--- src/rtl/tmr_pkg.sv ---
package tmr_pkg;
    localparam int DATA_W     = 32;
    localparam int CTRL_W     = 16;
    localparam int PSC_W      = 3;
    localparam int NUM_DIV    = 5;
    localparam int DIV_BASE   = 2;
    localparam int DIV_STEP   = 2;
    localparam int FLAG_BIT   = 8;
    localparam int IE_BIT     = 5;
    localparam int REGS_PER_CH = 3;

    localparam logic [1:0] SZ_BYTE = 2'd0;
    localparam logic [1:0] SZ_HALF = 2'd1;
    localparam logic [1:0] SZ_WORD = 2'd2;

    typedef enum logic {
        BUS_IDLE = 1'b0,
        BUS_RESP = 1'b1
    } bus_state_e;

    typedef enum logic [1:0] {
        RG_CONST = 2'd0,
        RG_COUNT = 2'd1,
        RG_CTRL  = 2'd2
    } ch_reg_e;
endpackage

--- src/rtl/tmr_prescaler.sv ---
module tmr_prescaler
    import tmr_pkg::*;
#(
    parameter int N_DIV = NUM_DIV,
    parameter int BASE  = DIV_BASE,
    parameter int STEP  = DIV_STEP
) (
    input  logic             clk,
    input  logic             rst_n,
    output logic [N_DIV-1:0] tick
);
    localparam int PW = BASE + STEP * (N_DIV - 1);

    logic [PW-1:0] phase_q;

    always_ff @(posedge clk or negedge rst_n) begin
        if (!rst_n) begin
            phase_q <= '0;
        end else begin
            phase_q <= phase_q + 1'b1;
        end
    end

    generate
        for (genvar k = 0; k < N_DIV; k++) begin : g_tap
            assign tick[k] = &phase_q[BASE+STEP*k-1:0];
        end
    endgenerate
endmodule

--- src/rtl/tmr_channel.sv ---
module tmr_channel
    import tmr_pkg::*;
#(
    parameter int N_DIV = NUM_DIV
) (
    input  logic              clk,
    input  logic              rst_n,
    input  logic              run,
    input  logic [N_DIV-1:0]  tick,
    input  logic              wr_const,
    input  logic              wr_count,
    input  logic              wr_ctrl,
    input  logic [DATA_W-1:0] wdata,
    output logic [DATA_W-1:0] const_q,
    output logic [DATA_W-1:0] count_q,
    output logic [CTRL_W-1:0] ctrl_q,
    output logic              irq
);
    logic [PSC_W-1:0] psc_q;
    logic             ie_q;
    logic             flag_q;
    logic             sel_tick;
    logic             step;
    logic             underflow;

    always_comb begin
        sel_tick = 1'b0;
        for (int k = 0; k < N_DIV; k++) begin
            if (psc_q == PSC_W'(k)) begin
                sel_tick = tick[k];
            end
        end
    end

    assign step      = run && sel_tick;
    assign underflow = step && !wr_count && (count_q == '0);

    always_ff @(posedge clk or negedge rst_n) begin
        if (!rst_n) begin
            const_q <= '1;
            count_q <= '1;
            psc_q   <= '0;
            ie_q    <= 1'b0;
            flag_q  <= 1'b0;
        end else begin
            if (wr_const) begin
                const_q <= wdata;
            end
            if (wr_count) begin
                count_q <= wdata;
            end else if (step) begin
                if (count_q == '0) begin
                    count_q <= const_q;
                end else begin
                    count_q <= count_q - 1'b1;
                end
            end
            if (wr_ctrl) begin
                psc_q <= wdata[PSC_W-1:0];
                ie_q  <= wdata[IE_BIT];
            end
            if (underflow) begin
                flag_q <= 1'b1;
            end else if (wr_ctrl && !wdata[FLAG_BIT]) begin
                flag_q <= 1'b0;
            end
        end
    end

    always_comb begin
        ctrl_q           = '0;
        ctrl_q[PSC_W-1:0] = psc_q;
        ctrl_q[IE_BIT]   = ie_q;
        ctrl_q[FLAG_BIT] = flag_q;
    end

    assign irq = flag_q && ie_q;
endmodule

--- src/rtl/tmr_regbus.sv ---
module tmr_regbus
    import tmr_pkg::*;
#(
    parameter int N_CH   = 3,
    parameter int ADDR_W = 8
) (
    input  logic                         clk,
    input  logic                         rst_n,
    input  logic                         req_valid,
    input  logic                         req_write,
    input  logic [ADDR_W-1:0]            req_addr,
    input  logic [1:0]                   req_size,
    input  logic [DATA_W-1:0]            req_wdata,
    input  logic [N_CH-1:0][DATA_W-1:0]  ch_const,
    input  logic [N_CH-1:0][DATA_W-1:0]  ch_count,
    input  logic [N_CH-1:0][CTRL_W-1:0]  ch_ctrl,
    output logic [N_CH-1:0]              start_q,
    output logic [N_CH-1:0]              wr_const,
    output logic [N_CH-1:0]              wr_count,
    output logic [N_CH-1:0]              wr_ctrl,
    output logic                         rd_valid,
    output logic [DATA_W-1:0]            rd_data
);
    localparam int WI_W = ADDR_W - 2;

    bus_state_e         state_q;
    bus_state_e         state_d;
    logic [WI_W-1:0]    word;
    logic               aligned;
    logic               rd_req;
    logic               wr_req;
    logic               hit_start;
    logic [N_CH-1:0]    hit_const;
    logic [N_CH-1:0]    hit_count;
    logic [N_CH-1:0]    hit_ctrl;
    logic [DATA_W-1:0]  rd_mux;

    assign word    = req_addr[ADDR_W-1:2];
    assign aligned = (req_addr[1:0] == 2'b00);
    assign rd_req  = req_valid && !req_write;
    assign wr_req  = req_valid && req_write;

    always_comb begin
        hit_start = aligned && (word == '0) && (req_size == SZ_BYTE);
        for (int c = 0; c < N_CH; c++) begin
            hit_const[c] = aligned && (req_size == SZ_WORD) &&
                (word == WI_W'(1 + REGS_PER_CH * c + int'(RG_CONST)));
            hit_count[c] = aligned && (req_size == SZ_WORD) &&
                (word == WI_W'(1 + REGS_PER_CH * c + int'(RG_COUNT)));
            hit_ctrl[c]  = aligned && (req_size == SZ_HALF) &&
                (word == WI_W'(1 + REGS_PER_CH * c + int'(RG_CTRL)));
        end
    end

    always_comb begin
        rd_mux = '0;
        if (hit_start) begin
            rd_mux = DATA_W'(start_q);
        end
        for (int c = 0; c < N_CH; c++) begin
            if (hit_const[c]) begin
                rd_mux = ch_const[c];
            end
            if (hit_count[c]) begin
                rd_mux = ch_count[c];
            end
            if (hit_ctrl[c]) begin
                rd_mux = DATA_W'(ch_ctrl[c]);
            end
        end
    end

    assign wr_const = hit_const & {N_CH{wr_req}};
    assign wr_count = hit_count & {N_CH{wr_req}};
    assign wr_ctrl  = hit_ctrl  & {N_CH{wr_req}};

    always_comb begin
        unique case (state_q)
            BUS_IDLE: state_d = rd_req ? BUS_RESP : BUS_IDLE;
            BUS_RESP: state_d = rd_req ? BUS_RESP : BUS_IDLE;
            default:  state_d = BUS_IDLE;
        endcase
    end

    always_ff @(posedge clk or negedge rst_n) begin
        if (!rst_n) begin
            state_q <= BUS_IDLE;
        end else begin
            state_q <= state_d;
        end
    end

    always_ff @(posedge clk or negedge rst_n) begin
        if (!rst_n) begin
            rd_data <= '0;
            start_q <= '0;
        end else begin
            if (rd_req) begin
                rd_data <= rd_mux;
            end
            if (wr_req && hit_start) begin
                start_q <= req_wdata[N_CH-1:0];
            end
        end
    end

    always_comb begin
        unique case (state_q)
            BUS_RESP: rd_valid = 1'b1;
            default:  rd_valid = 1'b0;
        endcase
    end
endmodule

--- src/rtl/multi_timer.sv ---
module multi_timer
    import tmr_pkg::*;
#(
    parameter int NUM_CH = 3,
    parameter int ADDR_W = 8
) (
    input  logic              clk,
    input  logic              rst_n,
    input  logic              req_valid,
    input  logic              req_write,
    input  logic [ADDR_W-1:0] req_addr,
    input  logic [1:0]        req_size,
    input  logic [DATA_W-1:0] req_wdata,
    output logic              rd_valid,
    output logic [DATA_W-1:0] rd_data,
    output logic [NUM_CH-1:0] irq
);
    localparam int WORDS_USED = 1 + REGS_PER_CH * NUM_CH;

    initial begin
        if (NUM_CH < 1 || NUM_CH > 8 || WORDS_USED > (1 << (ADDR_W - 2))) begin
            $error("multi_timer: NUM_CH or ADDR_W out of range");
        end
    end

    logic [NUM_DIV-1:0]             tick;
    logic [NUM_CH-1:0]              start_q;
    logic [NUM_CH-1:0]              wr_const;
    logic [NUM_CH-1:0]              wr_count;
    logic [NUM_CH-1:0]              wr_ctrl;
    logic [NUM_CH-1:0][DATA_W-1:0]  ch_const;
    logic [NUM_CH-1:0][DATA_W-1:0]  ch_count;
    logic [NUM_CH-1:0][CTRL_W-1:0]  ch_ctrl;

    tmr_prescaler #(
        .N_DIV(NUM_DIV),
        .BASE (DIV_BASE),
        .STEP (DIV_STEP)
    ) u_psc (
        .clk  (clk),
        .rst_n(rst_n),
        .tick (tick)
    );

    tmr_regbus #(
        .N_CH  (NUM_CH),
        .ADDR_W(ADDR_W)
    ) u_bus (
        .clk      (clk),
        .rst_n    (rst_n),
        .req_valid(req_valid),
        .req_write(req_write),
        .req_addr (req_addr),
        .req_size (req_size),
        .req_wdata(req_wdata),
        .ch_const (ch_const),
        .ch_count (ch_count),
        .ch_ctrl  (ch_ctrl),
        .start_q  (start_q),
        .wr_const (wr_const),
        .wr_count (wr_count),
        .wr_ctrl  (wr_ctrl),
        .rd_valid (rd_valid),
        .rd_data  (rd_data)
    );

    generate
        for (genvar c = 0; c < NUM_CH; c++) begin : g_ch
            tmr_channel #(
                .N_DIV(NUM_DIV)
            ) u_ch (
                .clk     (clk),
                .rst_n   (rst_n),
                .run     (start_q[c]),
                .tick    (tick),
                .wr_const(wr_const[c]),
                .wr_count(wr_count[c]),
                .wr_ctrl (wr_ctrl[c]),
                .wdata   (req_wdata),
                .const_q (ch_const[c]),
                .count_q (ch_count[c]),
                .ctrl_q  (ch_ctrl[c]),
                .irq     (irq[c])
            );
        end
    endgenerate
endmodule

--- config.mk ---
export PLATFORM = sky130hd
export DESIGN_NAME = multi_timer
export DESIGN_NICKNAME = d
export VERILOG_FILES = /design/src/rtl/tmr_pkg.sv /design/src/rtl/tmr_prescaler.sv /design/src/rtl/tmr_channel.sv /design/src/rtl/tmr_regbus.sv /design/src/rtl/multi_timer.sv
export SDC_FILE = /design/constraint.sdc
export NUM_CORES = 1
export LEC_CHECK = 0
export ABC_CLOCK_PERIOD_IN_PS = 4770
export CORE_MARGIN = 8
export CORE_UTILIZATION = 30
export DETAILED_ROUTE_END_ITERATION = 12
export GPL_TIMING_DRIVEN = 1
export PLACE_DENSITY = 0.57
export SLEW_MARGIN = 10
export SYNTH_ARGS = -nofsm -noshare
export SYNTH_HDL_FRONTEND = slang
export SYNTH_SLANG_ARGS = --single-unit
--- constraint.sdc ---
create_clock -name clk -period 4.77 [get_ports clk]
set_input_delay 0.954 -clock clk [delete_from_list [all_inputs] [get_ports clk]]
set_output_delay 0.954 -clock clk [all_outputs]
set_load 0.05 [all_outputs]
# --- Word-level counts from Yosys, hierarchy flattened ---
# Index checks and enable logic that the tools add are counted.
totals:
  ff_bits: 253
  input_bits: 46
  out_inout_bits: 36
  elab_cells: 147
op_classes:
  n_addsub: 4
  eq_ne: 23
  mux: 42
  n_bitwise: 3
  reduce_logical: 56
op_table:
  columns: ["cell", "n"]
  rows:
  - ["2-to-1 mux 32 bit", 18]
  - ["logical NOT 32 bit", 3]
  - ["subtractor 32 x 1 -> 32 bit (second input constant)", 3]
  - ["logical AND 1 bit", 31]
  - ["== test 6 x 3 -> 1 bit (second input constant)", 4]
  - ["2-to-1 mux 1 bit", 23]
  - ["== test 3 x 2 -> 1 bit (second input constant)", 6]
  - ["== test 6 x 2 -> 1 bit (second input constant)", 2]
  - ["== test 6 x 4 -> 1 bit (second input constant)", 2]
  - ["nonzero test 2 bit", 6]
  - ["adder 10 x 1 -> 10 bit (second input constant)", 1]
  - ["AND reduction 10 bit", 1]
  - ["bitwise AND 3 bit", 3]
  - ["== test 3 x 1 -> 1 bit (second input constant)", 3]
  - ["== test 3 bit (second input constant)", 3]
  - ["logical NOT 3 bit", 3]
  - ["AND reduction 8 bit", 1]
  - ["== test 6 x 1 -> 1 bit (second input constant)", 1]
  - ["logical NOT 6 bit", 1]
  - ["AND reduction 6 bit", 1]
  - ["logical NOT 1 bit", 5]
  - ["logical NOT 2 bit", 2]
  - ["AND reduction 4 bit", 1]
  - ["2-to-1 mux 3 bit", 1]
  - ["3 further kinds", 3]

# --- Longest topological paths before layout ---
depth:
  ltp_word: 13
  ltp_mapped: 10
  ltp_nobuf: 8

# --- Cells and area by module ---
# From an unflattened synthesis, not the netlist that was laid out.
unflattened:
  hier_cells: 1615
  area_unflattened_um2: 16113.0
modules_own_cells:
  columns: ["mod", "instances", "cells_per_inst", "area_per_inst_um2", "seq_area_each_um2"]
  rows:
  - ["tmr_channel (g_ch[0].u_ch ...)", 2, 348, 3937.5, 1806.7]
  - ["tmr_channel (g_ch[2].u_ch)", 1, 410, 4189.0, 1806.7]
  - ["tmr_regbus", 1, 476, 3626.0, 900.9]
  - ["tmr_prescaler", 1, 33, 422.9, 250.2]

# --- Worst setup path after synthesis ---
# OpenSTA, ideal clock, no wires.
synth_timing:
  path_kind: "input port to flip-flop"
  startpoint: "input port req_addr[1]"
  endpoint: "register u_bus.rd_data[18]"
  setup_ps: 126
  arrival_time_ps: 2870
  required_time_ps: 4644
  slack_ps: 1774
  cell_stages: 9
  cell_sequence: "or4b_1 -> buf_2 -> nor3b_2 -> a31oi_1 -> o31ai_1 -> buf_2 -> buf_4 -> a21oi_1 -> a221o_1"
synth_between:
  elab_chain_len: 12
  elab_cells_between_ends: 21
  cone_classes: "mux (9); reduce/logical (12)"
synth_lines:
  columns: ["element", "line", "text"]
  rows:
  - ["start, declared", "multi_timer.sv:11", "input logic [ADDR_W-1:0] req_addr,"]
  - ["logical NOT 2 bit *", "tmr_regbus.sv:39", "assign aligned = (req_addr[1:0] == 2'b00);"]
  - ["logical AND 1 bit", "tmr_regbus.sv:46, tmr_regbus.sv:48", null]
  - ["logical AND 1 bit", "tmr_regbus.sv:46", "hit_const[c] = aligned && (req_size == SZ_WORD) &&"]
  - ["2-to-1 mux 32 bit", "tmr_regbus.sv:61", "if (hit_const[c]) begin"]
  - ["2-to-1 mux 32 bit", "tmr_regbus.sv:64", "if (hit_count[c]) begin"]
  - ["2-to-1 mux 32 bit", "tmr_regbus.sv:67", "if (hit_ctrl[c]) begin"]
  - ["2-to-1 mux 32 bit", "tmr_regbus.sv:61", null]
  - ["2-to-1 mux 32 bit", "tmr_regbus.sv:64", null]
  - ["2-to-1 mux 32 bit", "tmr_regbus.sv:67", null]
  - ["2-to-1 mux 32 bit", "tmr_regbus.sv:61", null]
  - ["2-to-1 mux 32 bit", "tmr_regbus.sv:64", null]
  - ["2-to-1 mux 32 bit *", "tmr_regbus.sv:67", null]
  - ["end signal, assigned", "tmr_regbus.sv:99", "rd_data <= rd_mux;"]
  - ["end, declared", "tmr_regbus.sv:22", "output logic [DATA_W-1:0] rd_data"]
# Mark *: on every way between the ends. The rest lies on a longest branch, timed or not.
# A chain may end at the register's enable or synchronous reset.

# --- Final worst setup path ---
layout_timing:
  startpoint: "input port req_addr[3]"
  endpoint: "register u_bus.rd_data[1]"
layout_between:
  elab_chain_len: 13
  elab_cells_between_ends: 31
  cone_classes: "eq/ne (9); mux (10); reduce/logical (12)"
layout_lines:
  columns: ["element", "line", "text"]
  rows:
  - ["logical NOT 6 bit", "tmr_regbus.sv:44", "hit_start = aligned && (word == '0) && (req_size == SZ_BYTE);"]
  - ["logical AND 1 bit (2 in series)", "tmr_regbus.sv:44", null]
  - ["2-to-1 mux 3 bit", "tmr_regbus.sv:57", "if (hit_start) begin"]
  - ["2-to-1 mux 32 bit", "tmr_regbus.sv:61", null]
  - ["2-to-1 mux 32 bit", "tmr_regbus.sv:64", null]
  - ["2-to-1 mux 32 bit", "tmr_regbus.sv:67", null]
  - ["2-to-1 mux 32 bit", "tmr_regbus.sv:61", null]
  - ["2-to-1 mux 32 bit", "tmr_regbus.sv:64", null]
  - ["2-to-1 mux 32 bit", "tmr_regbus.sv:67", null]
  - ["2-to-1 mux 32 bit", "tmr_regbus.sv:61", null]
  - ["2-to-1 mux 32 bit", "tmr_regbus.sv:64", null]
  - ["2-to-1 mux 32 bit *", "tmr_regbus.sv:67", null]
# Marks and branches as above.

==> impl_results.md <==
- Post-cts resize count: 0
- Number of fill cells: about 5100
- Area of the multi-input gates: roughly 0.008 mm2
- # nets final: between 1500 and 2000
- Count of state elements after synthesis: between 200 and 300
- R2r setup slk: roughly 1500 ps
- Largest net degree at the start of global routing: about 110
- Worst VDD drop: roughly 0.26 mV
- Worst-path clk slew: 60 ps
- Core footprint: about 0.050 mm2
- Global-route wire length before repair: 84.3 mm
- RSZ-0062 raised after global routing: no
- Cell variety after synth: 75
- Share of synthesized registers carrying an async set or reset: 1.00
- Largest family of logic cells by synthesized area: compound AO/OA/AOI/OAI gates
- Crit Reg-Reg Startpoint: u_psc.phase_q[0]$_DFF_PN0_
- Clock power frac: 0.485
- H-tree depth: 1
- CTS Buffer Depth: 3
- Reg2reg path depth: 8
- Setup Slack @ Placement: between 800 and 900 ps
- GPL Wtd Cong: around 0.9
- Number of flops mapped to enable cells by yosys: 0
- Least-Margin Pin Slew: 1130 ps
- Pint: slightly below 4000 uW
- DR DRC count: 0
- Post-Synthesis Cell Area: 0.0151 mm2
- Compound-cell area share of the yosys netlist: 0.222
- Port Buffers: 81
- CP Launch Type: input pin
- Total power draw: roughly 5000 uW
- Root Buffer: clkbuf_16
- Dpl hpwl: ~40 mm
- Worst skew pair latency: around 580 ps
- Switching portion of total power: 0.243
- Final Max Tran Viols: 0
- CTS sink count: roughly 250
- Max FO, Critical Path: 14
- DRT Pass-1 Iters: 8
- Clk_skew: about 18 ps
- Vias in the first global route: 13000
- Critical Path AT: about 3800 ps
- Rel. slew slack: 0.247
- Setup CP Type: in -> reg
- Final setup viols: 0
- Outcome: finished, final reports clean
- Post-CTS Setup Bufs: 0
- Synth Warn #: 0
- Setup TNS: 0 ps
- Tcrit/Tclk final: 0.703
- Simple-gate share of the synthesized area: 0.170
- Worst Hold Class: in -> async
- Initial antenna violation count: 1
- Mux cell area share after synthesis: 0.0898
- Critical Path Start: req_addr[3]
- Max_cap viols: 0
- I/O pin cnt: between 80 and 90
- Sequential area share after synthesis: 0.435
- Share of cells above drive strength 1: 0.269
- Row count: 82
- Routed vias/inst: 5.92
- Psw: 1240 uW
- Drt first-iter violations: ~1500
- DIE AREA: just under 0.06 mm2
- GRT Total Usage: 0.187
- Post-synthesis adder-cell area fraction: 0.00579
- Setup crit end: u_bus.rd_data[1]$_DFFE_PN0P_
- Die Y: roughly 240 um
- Fmax: ~300 MHz
- Comb pwr share: 0.065
- Fin crit period: between 3000 and 4000 ps
- Main flop type after synthesis: dfstp_2
- Post-Route WL: 55.4 mm
- Post-synthesis average cell area: 9.46 um2
- Starting density of the core: 0.303
- Net Count, Synth: 1652
- P_leak: 0.00670 uW
- Final Util: 0.354
- Routed via count: between 10000 and 15000
- Cts hold-fix bufs: 0
- Final hold violations: 0
- Xor/xnor share of the synthesized area: 0.0382
- Worst R2R End: g_ch[1].u_ch.count_q[20]$_DFFE_PN1P_
- CP Capture Type: register
- WP data required: about 5300 ps
- Width of the die: 241 um
- Setup ws final: about 1400 ps
- WL per Instance: approximately 24 um
- Final ANT Viol Nets: 0
- Antenna cell count: 0
- TritonCTS Buffers: 29
- Storage cell area: around 0.0066 mm2
- CTS tree: built
- GRT Residual Overflow: 0
- Layout area overhead: 17.0%
- Post-synthesis cell count: roughly 1600
- Reg power frac: 0.450
- PD cells: around 290 mW/mm2
worst max-delay path, cell delays in order:
cell	delay (ps)
clkdlybuf4s50_1	680
or4_1	810
nor4_1	620
o2bb2ai_1	190
a221oi_1	130
or3_1	370
o221ai_1	70
final cells by class:
class                           count  share of cell area
Clock inverter                     13              0.0125
Timing Repair Buffer              127              0.0663
Sequential cell                   253               0.371
Tap cell                          672              0.0475
Inverter                           13             0.00276
Multi-Input combinational cell   1199               0.453
Clock buffer                       40              0.0462
flip-flops by register name (all words and copies together), names as in the netlist:
signal / cells
u_bus.rd_data: 32
u_bus.start_q: 3
u_bus.state_q: 1
g_ch.u_ch.psc_q: 9
g_ch.u_ch.flag_q: 3
g_ch.u_ch.count_q: 96
g_ch.u_ch.ie_q: 3
g_ch.u_ch.const_q: 96
u_psc.phase_q: 10
logic make-up (layout without fill, tap and decap cells):
family,after synthesis,count (layout)
DFF,253,253
xor gates and xnor gates,66,66
and+or+nand+nor,502,502
adders and majority gates,7,7
muxes,121,121
buffers and inverters,147,193
AOI/OAI and AO/OA,503,503
cell usage after synthesis, drive strengths merged, types with 30 or more instances:
cell / number / area, um2
o21ai: 86 / 430
nand3: 37 / 190
nor4: 38 / 272
dfstp: 192 / 5040
o211ai: 40 / 305
nor2: 124 / 468
a21oi: 168 / 841
a22o: 41 / 359
xnor2: 36 / 315
dfrtp: 61 / 1530
nand2: 131 / 492
mux2: 114 / 1290
buf: 35 / 175
clkbuf: 99 / 372
nor3: 38 / 195
xor2: 30 / 263
power by group through the flow:
stage | combinational [uW] | sequential, uW | clock (uW)
floorplan | 153 | 2300 | 0
global placement | 328 | 2320 | 0
detailed placement | 333 | 2320 | 0
CTS | 334 | 2290 | 2520
global route | 360 | 2300 | 2600
finish | 331 | 2290 | 2480
worst min-delay path by stage:
stage	end	from	cells past startpoint
finish	u_psc.phase_q[8]$_DFF_PN0_	rst_n	1
global route	u_psc.phase_q[4]$_DFF_PN0_	rst_n	1
CTS	u_psc.phase_q[0]$_DFF_PN0_	u_psc.phase_q[0]$_DFF_PN0_	1
detailed placement	u_psc.phase_q[0]$_DFF_PN0_	u_psc.phase_q[0]$_DFF_PN0_	1
global placement	u_psc.phase_q[0]$_DFF_PN0_	u_psc.phase_q[0]$_DFF_PN0_	1
floorplan	u_psc.phase_q[0]$_DFF_PN0_	u_psc.phase_q[0]$_DFF_PN0_	1
placed cells by master (no fill, tap or decap), types with 18 or more instances in the layout:
master             n
dfstp_2          192
a21oi_1          168
nand2_1          131
nor2_1           120
mux2_2           113
clkdlybuf4s50_1   80
o21ai_0           79
dfrtp_1           61
buf_4             45
a22o_1            41
o211ai_1          39
nand3_1           36
xnor2_1           36
nor3_1            36
nor4_1            34
xor2_1            30
clkbuf_16         29
and3_1            26
a222oi_1          26
a221o_1           23
nand4_1           18
or4_1             18
layer usage:
metal  vias to the layer above  track usage  share of wire
met5                         -            0              0
met4                         0       0.0537          0.031
met3                       113       0.0332          0.073
met2                       577        0.299           0.46
met1                      6947        0.257           0.44
li1                       6070            -              -
per-stage QoR:
| stage | cells | hold slack (ps) | cell area (um2) |
|---|---|---|---|
| final | 2317 | 392 | 17700 |
| after global routing | 2317 | 474 | 17700 |
| after CTS | 2317 | 454 | 17700 |
| after detailed placement | 2264 | 446 | 16700 |
| after global placement | 2264 | 442 | 16700 |
| after floorplan | 1599 | 422 | 15100 |
(Power assumes the default switching activity.)
